File: config.mk
export PLATFORM = sky130hd
export DESIGN_NAME = mv_peak_chain
export DESIGN_NICKNAME = d
export VERILOG_FILES = /design/src/rtl/mv_peak_pkg.sv /design/src/rtl/mv_restore.sv /design/src/rtl/mv_plain_cell.sv /design/src/rtl/mv_peak_cell.sv /design/src/rtl/mv_peak_chain.sv
export SDC_FILE = /design/constraint.sdc
export NUM_CORES = 1
export LEC_CHECK = 0
export BUFFER_PORTS_ARGS = -buffer_cell sky130_fd_sc_hd__buf_4
export CAP_MARGIN = 0
export CELL_PAD_IN_SITES_DETAIL_PLACEMENT = 1
export CELL_PAD_IN_SITES_GLOBAL_PLACEMENT = 1
export CORE_MARGIN = 2
export CORE_UTILIZATION = 28
export CTS_CLUSTER_DIAMETER = 150
export DETAILED_ROUTE_END_ITERATION = 16
export PLACE_DENSITY_LB_ADDON = 0.1
export SETUP_SLACK_MARGIN = 0.15
export SYNTH_ARGS = -nofsm -noshare
export SYNTH_HDL_FRONTEND = slang
export SYNTH_SLANG_ARGS = --single-unit
File: constraint.sdc
create_clock -name clk -period 0.8 [get_ports clk]
set_input_delay 0.04 -clock clk [delete_from_list [all_inputs] [get_ports clk]]
set_output_delay 0.04 -clock clk [all_outputs]
set_load 0.01 [all_outputs]
File: src/rtl/mv_peak_pkg.sv
package mv_peak_pkg;

    typedef enum logic {
        STG_PLAIN = 1'b0,
        STG_PEAK  = 1'b1
    } stage_mode_e;

    // R-valued OR is the larger level
    function automatic int unsigned lvl_or(int unsigned a, int unsigned b);
        return (a > b) ? a : b;
    endfunction

    // R-valued AND is the smaller level
    function automatic int unsigned lvl_and(int unsigned a, int unsigned b);
        return (a < b) ? a : b;
    endfunction

    // Quantising restore: anything above the top level lands on it
    function automatic int unsigned lvl_restore(int unsigned v, int unsigned radix);
        return (v >= radix) ? radix - 1 : v;
    endfunction

endpackage

File: src/rtl/mv_restore.sv
module mv_restore #(
    parameter int RADIX = 5,
    parameter int SYM_W = $clog2(RADIX)
) (
    input  logic [SYM_W-1:0] code_in,
    output logic [SYM_W-1:0] level_out
);
    import mv_peak_pkg::*;

    always_comb begin
        level_out = SYM_W'(lvl_restore(32'(code_in), RADIX));
    end
endmodule

File: src/rtl/mv_plain_cell.sv
module mv_plain_cell #(
    parameter int SYM_W = 3
) (
    input  logic             clk,
    input  logic             rst,
    input  logic             clr,
    input  logic [SYM_W-1:0] lvl_in,
    output logic [SYM_W-1:0] lvl_q
);
    always_ff @(posedge clk) begin
        if (rst || clr) begin
            lvl_q <= '0;
        end else begin
            lvl_q <= lvl_in;
        end
    end
endmodule

File: src/rtl/mv_peak_cell.sv
module mv_peak_cell #(
    parameter int SYM_W = 3
) (
    input  logic             clk,
    input  logic             rst,
    input  logic             clr,
    input  logic [SYM_W-1:0] lvl_in,
    input  logic [SYM_W-1:0] cap_in,
    output logic [SYM_W-1:0] lvl_q
);
    import mv_peak_pkg::*;

    logic [SYM_W-1:0] gated;

    // MAX with the stored level, then MIN against the cap
    always_comb begin
        gated = SYM_W'(lvl_and(lvl_or(32'(lvl_q), 32'(lvl_in)), 32'(cap_in)));
    end

    always_ff @(posedge clk) begin
        if (rst || clr) begin
            lvl_q <= '0;
        end else begin
            lvl_q <= gated;
        end
    end
endmodule

File: src/rtl/mv_peak_chain.sv
module mv_peak_chain #(
    parameter int                RADIX     = 5,
    parameter int                STAGES    = 8,
    parameter logic [STAGES-1:0] HOLD_MASK = '0,
    parameter int                SYM_W     = $clog2(RADIX)
) (
    input  logic                    clk,
    input  logic                    rst,
    input  logic                    clr,
    input  logic [SYM_W-1:0]        din,
    input  logic [SYM_W-1:0]        cap_lvl,
    output logic [STAGES*SYM_W-1:0] taps,
    output logic [SYM_W-1:0]        dout
);
    import mv_peak_pkg::*;

    localparam int LAST = STAGES - 1;

    logic [SYM_W-1:0] din_lvl;
    logic [SYM_W-1:0] cap_q;
    logic [SYM_W-1:0] stage_in [STAGES];
    logic [SYM_W-1:0] stage_q  [STAGES];

    mv_restore #(.RADIX(RADIX), .SYM_W(SYM_W)) u_din_restore (
        .code_in  (din),
        .level_out(din_lvl)
    );

    mv_restore #(.RADIX(RADIX), .SYM_W(SYM_W)) u_cap_restore (
        .code_in  (cap_lvl),
        .level_out(cap_q)
    );

    genvar i;
    generate
        for (i = 0; i < STAGES; i++) begin : g_stage
            localparam stage_mode_e MODE = HOLD_MASK[i] ? STG_PEAK : STG_PLAIN;

            if (i == 0) begin : g_head
                assign stage_in[i] = din_lvl;
            end else begin : g_link
                assign stage_in[i] = stage_q[i-1];
            end

            if (MODE == STG_PEAK) begin : g_peak
                mv_peak_cell #(.SYM_W(SYM_W)) u_cell (
                    .clk   (clk),
                    .rst   (rst),
                    .clr   (clr),
                    .lvl_in(stage_in[i]),
                    .cap_in(cap_q),
                    .lvl_q (stage_q[i])
                );
            end else begin : g_plain
                mv_plain_cell #(.SYM_W(SYM_W)) u_cell (
                    .clk   (clk),
                    .rst   (rst),
                    .clr   (clr),
                    .lvl_in(stage_in[i]),
                    .lvl_q (stage_q[i])
                );
            end

            assign taps[i*SYM_W +: SYM_W] = stage_q[i];
        end
    endgenerate

    assign dout = stage_q[LAST];
endmodule

Word level (Yosys, flattened, before mapping)
Index checks and enable logic that the tools add are counted.

word-level totals
  bits in registers = 24
  bits of input ports = 9

operators by class
  reduce and logical (&&, ||, !) cells = 2
  magnitude comparators = 1
  muxes and demuxes = 1

operators by type and width
  cell                count
  $ge 3x3->1 const B  1
  $mux 3              1
  $reduce_or 2->1     1
  $logic_or 1x1->1    1

Depth between registers and ports, before layout
  depth after elaboration = 2
  depth in mapped cells = 2
  gate-level depth less buffers = 1

Modules after synthesis
Synthesis repeated with hierarchy kept, for this count alone.

second synthesis, totals
  cell total of the unflattened synthesis = 54
  area, all modules = 699.4 sq um

modules (own cells, without submodules)
  module         instances  cells an instance  area each (sq um)
  mv_plain_cell  8          6                  82.6
  mv_peak_chain  1          3                  22.5
  mv_restore     1          3                  16.3

Worst setup path after synthesis
No wires, ideal clock.

  kind = register to register
  start point = reg g_stage[4].g_plain.u_cell.lvl_q[0]
  end point = reg g_stage[5].g_plain.u_cell.lvl_q[0]
  required time = 0.720 ns
  arrival = 0.505 ns
  clock period less this slack = 0.585 ns
  slack = 0.215 ns
  stages on the path, launching flop included = 2
  setup time = 0.080 ns
  path buffers = 0
  path through = dfxtp_1 -> nor3b_1

RTL lines
  what                    line                 text
  start, declared         mv_plain_cell.sv:8   output logic [SYM_W-1:0] lvl_q
  start signal, assigned  mv_plain_cell.sv:14  lvl_q <= lvl_in;
  end signal, assigned    mv_plain_cell.sv:14
  end, declared           mv_plain_cell.sv:8

No word-level cell between the ends.

Final worst setup path
  start point = reg g_stage[7].g_plain.u_cell.lvl_q[2]
  end point = out dout[2]

RTL lines
  what                    line                 text
  start, declared         mv_plain_cell.sv:8
  start signal, assigned  mv_plain_cell.sv:14
  end, declared           mv_peak_chain.sv:13  output logic [SYM_W-1:0] dout

No word-level cell between the ends.

==> summary.txt <==
Layout
  • Largest regs: g_stage.g_plain.u_cell.lvl_q: 24 flops
  • Post-Layout Cell Count: 115
  • Fraction of layout cells with a size suffix above 1: 95.24%
  • Max reg flops: 24
  • Final #Nets: 95
  • Ant. Diodes: 0
  • Filler cell count: 294
  • Finished Cell Area: 1209 um2
  • Largest Register: g_stage.g_plain.u_cell.lvl_q
  • Area grow syn2layout: 45.48%

Synthesis
  • Number of flops mapped to enable cells by yosys: 0
  • Ys flop type: dfxtp_1
  • Synth cell count leaders: dfxtp_1, nor3b_2, buf_6
  • Yosys top cell area share: 57.83%
  • Syn Nets: 64
  • Synth Register Bits: 24
  • Mean Syn Cell Area: 15.11 um2
  • Register area share after synthesis: 57.83%
  • Synth Warn #: 0
  • Synth area leader: dfxtp_1
  • Synthesized area: 830.8 um2
  • Synth top area cells: dfxtp_1, nor3b_2, buf_6, buf_4, nor4b_1
  • Asr flop ratio synth: 0%
  • Top-count cell post-synth: dfxtp_1
  • Synthesized instance count: 55
  • Netlist cell types: 6

Global routing
  • Met2 Use GR: 15.73%
  • Met3 Usage GRT: 4.396%
  • Initial antenna violation count: 0
  • GRT Util Overall: 9.454%
  • Met1 Resource Use GR: 11.13%
  • Most Crowded Layer GR: met2
  • Global-route wire length before repair: 2.449 mm
  • Number of global-route vias before repair: 550
  • Largest net degree at the start of global routing: 25
  • GRT overflow: 0

Drt
  • Detailed Routing Iterations Pass 1: 2
  • Total wire length: 1.425 mm
  • Iteration-0 DRC Markers: 1
  • Total number of vias: 515
  • Routed Antenna Nets: 0
  • Avg Vias per Cell: 4.478
  • WL/cell: 12.39 um
  • DRC violations left: 0

STA
  • Crit share post-route: 101.1%
  • Slew margin rel.: 75.77%
  • Clock Skew: 0.003862 ns
  • Least-Margin Pin Slew: 0.3634 ns
  • Setup-failing EPs final: 5
  • Post-route setup slack: -0.008738 ns
  • Pins Over Slew Limit: 0
  • Minimum clock period: 0.8087 ns
  • Achievable Freq: 1.236 GHz
  • RSZ-0062 raised after global routing: yes
  • Fin. Hold Viols: 2
  • Hold slack: -0.09889 ns

CTS
  • CTS Buffer Depth: 2
  • Clk pin slew, worst setup/hold paths: 0.12 ns
  • CTS tree: built
  • Skew-Pair Late Insertion Delay: 0.30 ns
  • CTS buffer count: 3
  • Total setup buffers inserted after CTS: 0
  • Htree depth: 1
  • Root Buffer: clkbuf_4
  • Clock Sink Count: 24

Hold path
  • Class of the worst hold path: in -> reg

Floorplanning
  • Core area: 2781 um2
  • Initial Utilization: 29.87%
  • Row count: 19
  • IO Count: 36
  • Die Span Y: 58.47 um
  • Die W: 58.47 um
  • DIE AREA: 3419 um2

Worst setup path
  • Slowest stage delay, CP: 0.34 ns
  • Arrival time worst endpoint: 0.77 ns
  • Max FO, Critical Path: 2
  • CP Class: reg -> out
  • CP max stage cell: dfxtp_2
  • Buffers plus inverters on the worst setup path: 1
  • Setup crit end kind: primary output
  • CP top delay family: flip-flops
  • Crit-path cells: buf_4
  • Worst Path Required: 0.76 ns
  • Startpoint Class: flop

Place
  • Placed insts: 112
  • DP Area: 1062 um2
  • DP Wirelength: 997.9 um
  • Port Buf Inserts: 32
  • RD Place Congestion: 0.5670

Power
  • Power per standard cell area: 1504 nW/um2
  • Maximum vdd ir drop: 1041 uV
  • Leakage Power: 0.0004660 uW

Flow run
  • Max_cap viols: 0

Outcome
  • Failing checks: hold timing, setup timing
  • Run status: complete, but fails checks
## final cells by class
cell class | count | area (um2) | area share (%)
flip-flops and latches | 24 | 510.5 | 42.24
well taps | 31 | 38.79 | 3.209
repair buffers | 33 | 354.1 | 29.30
clock buffers | 3 | 22.52 | 1.863
multi-input cells | 24 | 282.8 | 23.40
## layout by cell type, fill, tap and decap left out
cell,instances
buf_6,25
dfxtp_2,24
nor3b_2,20
buf_4,7
clkbuf_4,3
nor4b_1,2
nor3b_1,2
buf_12,1
## per-stage QoR
step / power [uW] / utilization, % / setup WS, ns / setup TNS, ns
detailed placement: 1343 / 38.19 / 0.1142 / 0
finish: 1818 / 43.45 / -0.008738 / -0.02650
global route: 1924 / 43.45 / -0.05552 / -1.156
global placement: 1344 / 38.19 / 0.1517 / 0
floorplan: 1304 / - / 0.2149 / 0
CTS: 1859 / 43.41 / -0.02236 / -0.3802
## routing by layer
| metal | vias to the layer above | wire length, um |
|---|---|---|
| met5 | - | 0 |
| met2 | 24 | 695 |
| met4 | 0 | 16 |
| li1 | 243 | - |
| met3 | 2 | 114 |
| met1 | 246 | 599 |
## logic make-up (layout without fill, tap and decap cells)
family	after synthesis	in the layout	synth area share [%]
buf+inv	7	36	8.132
simple gates	24	24	34.04
flops	24	24	57.83
## path summary, 6_finish.rpt
path	from	to	slack, ns	depth (start not counted)
max	g_stage[7].g_plain.u_cell.lvl_q[2]	dout[2]	-0.009	1
min	din[2]	g_stage[0].g_plain.u_cell.lvl_q[0]	-0.1	2
max reg2reg	g_stage[5].g_plain.u_cell.lvl_q[1]	g_stage[6].g_plain.u_cell.lvl_q[1]	0.20	1
min reg2reg	g_stage[6].g_plain.u_cell.lvl_q[0]	g_stage[7].g_plain.u_cell.lvl_q[0]	0.49	1
## power by group
| part | total (uW) | switching (uW) | internal [uW] |
|---|---|---|---|
| clock | 498 | 323 | 175 |
| combinational | 113 | 65.8 | 47.6 |
| sequential | 1210 | 4.44 | 1200 |
## timing repair
item | in CTS | in global routing
hold endpoints to repair | 3 | 2
gates resized for setup | 48 | 1
endpoints found under the setup margin | 27 | 27
pin swaps | 0 | 0
No activity file was read; power rests on OpenSTA's default activity.
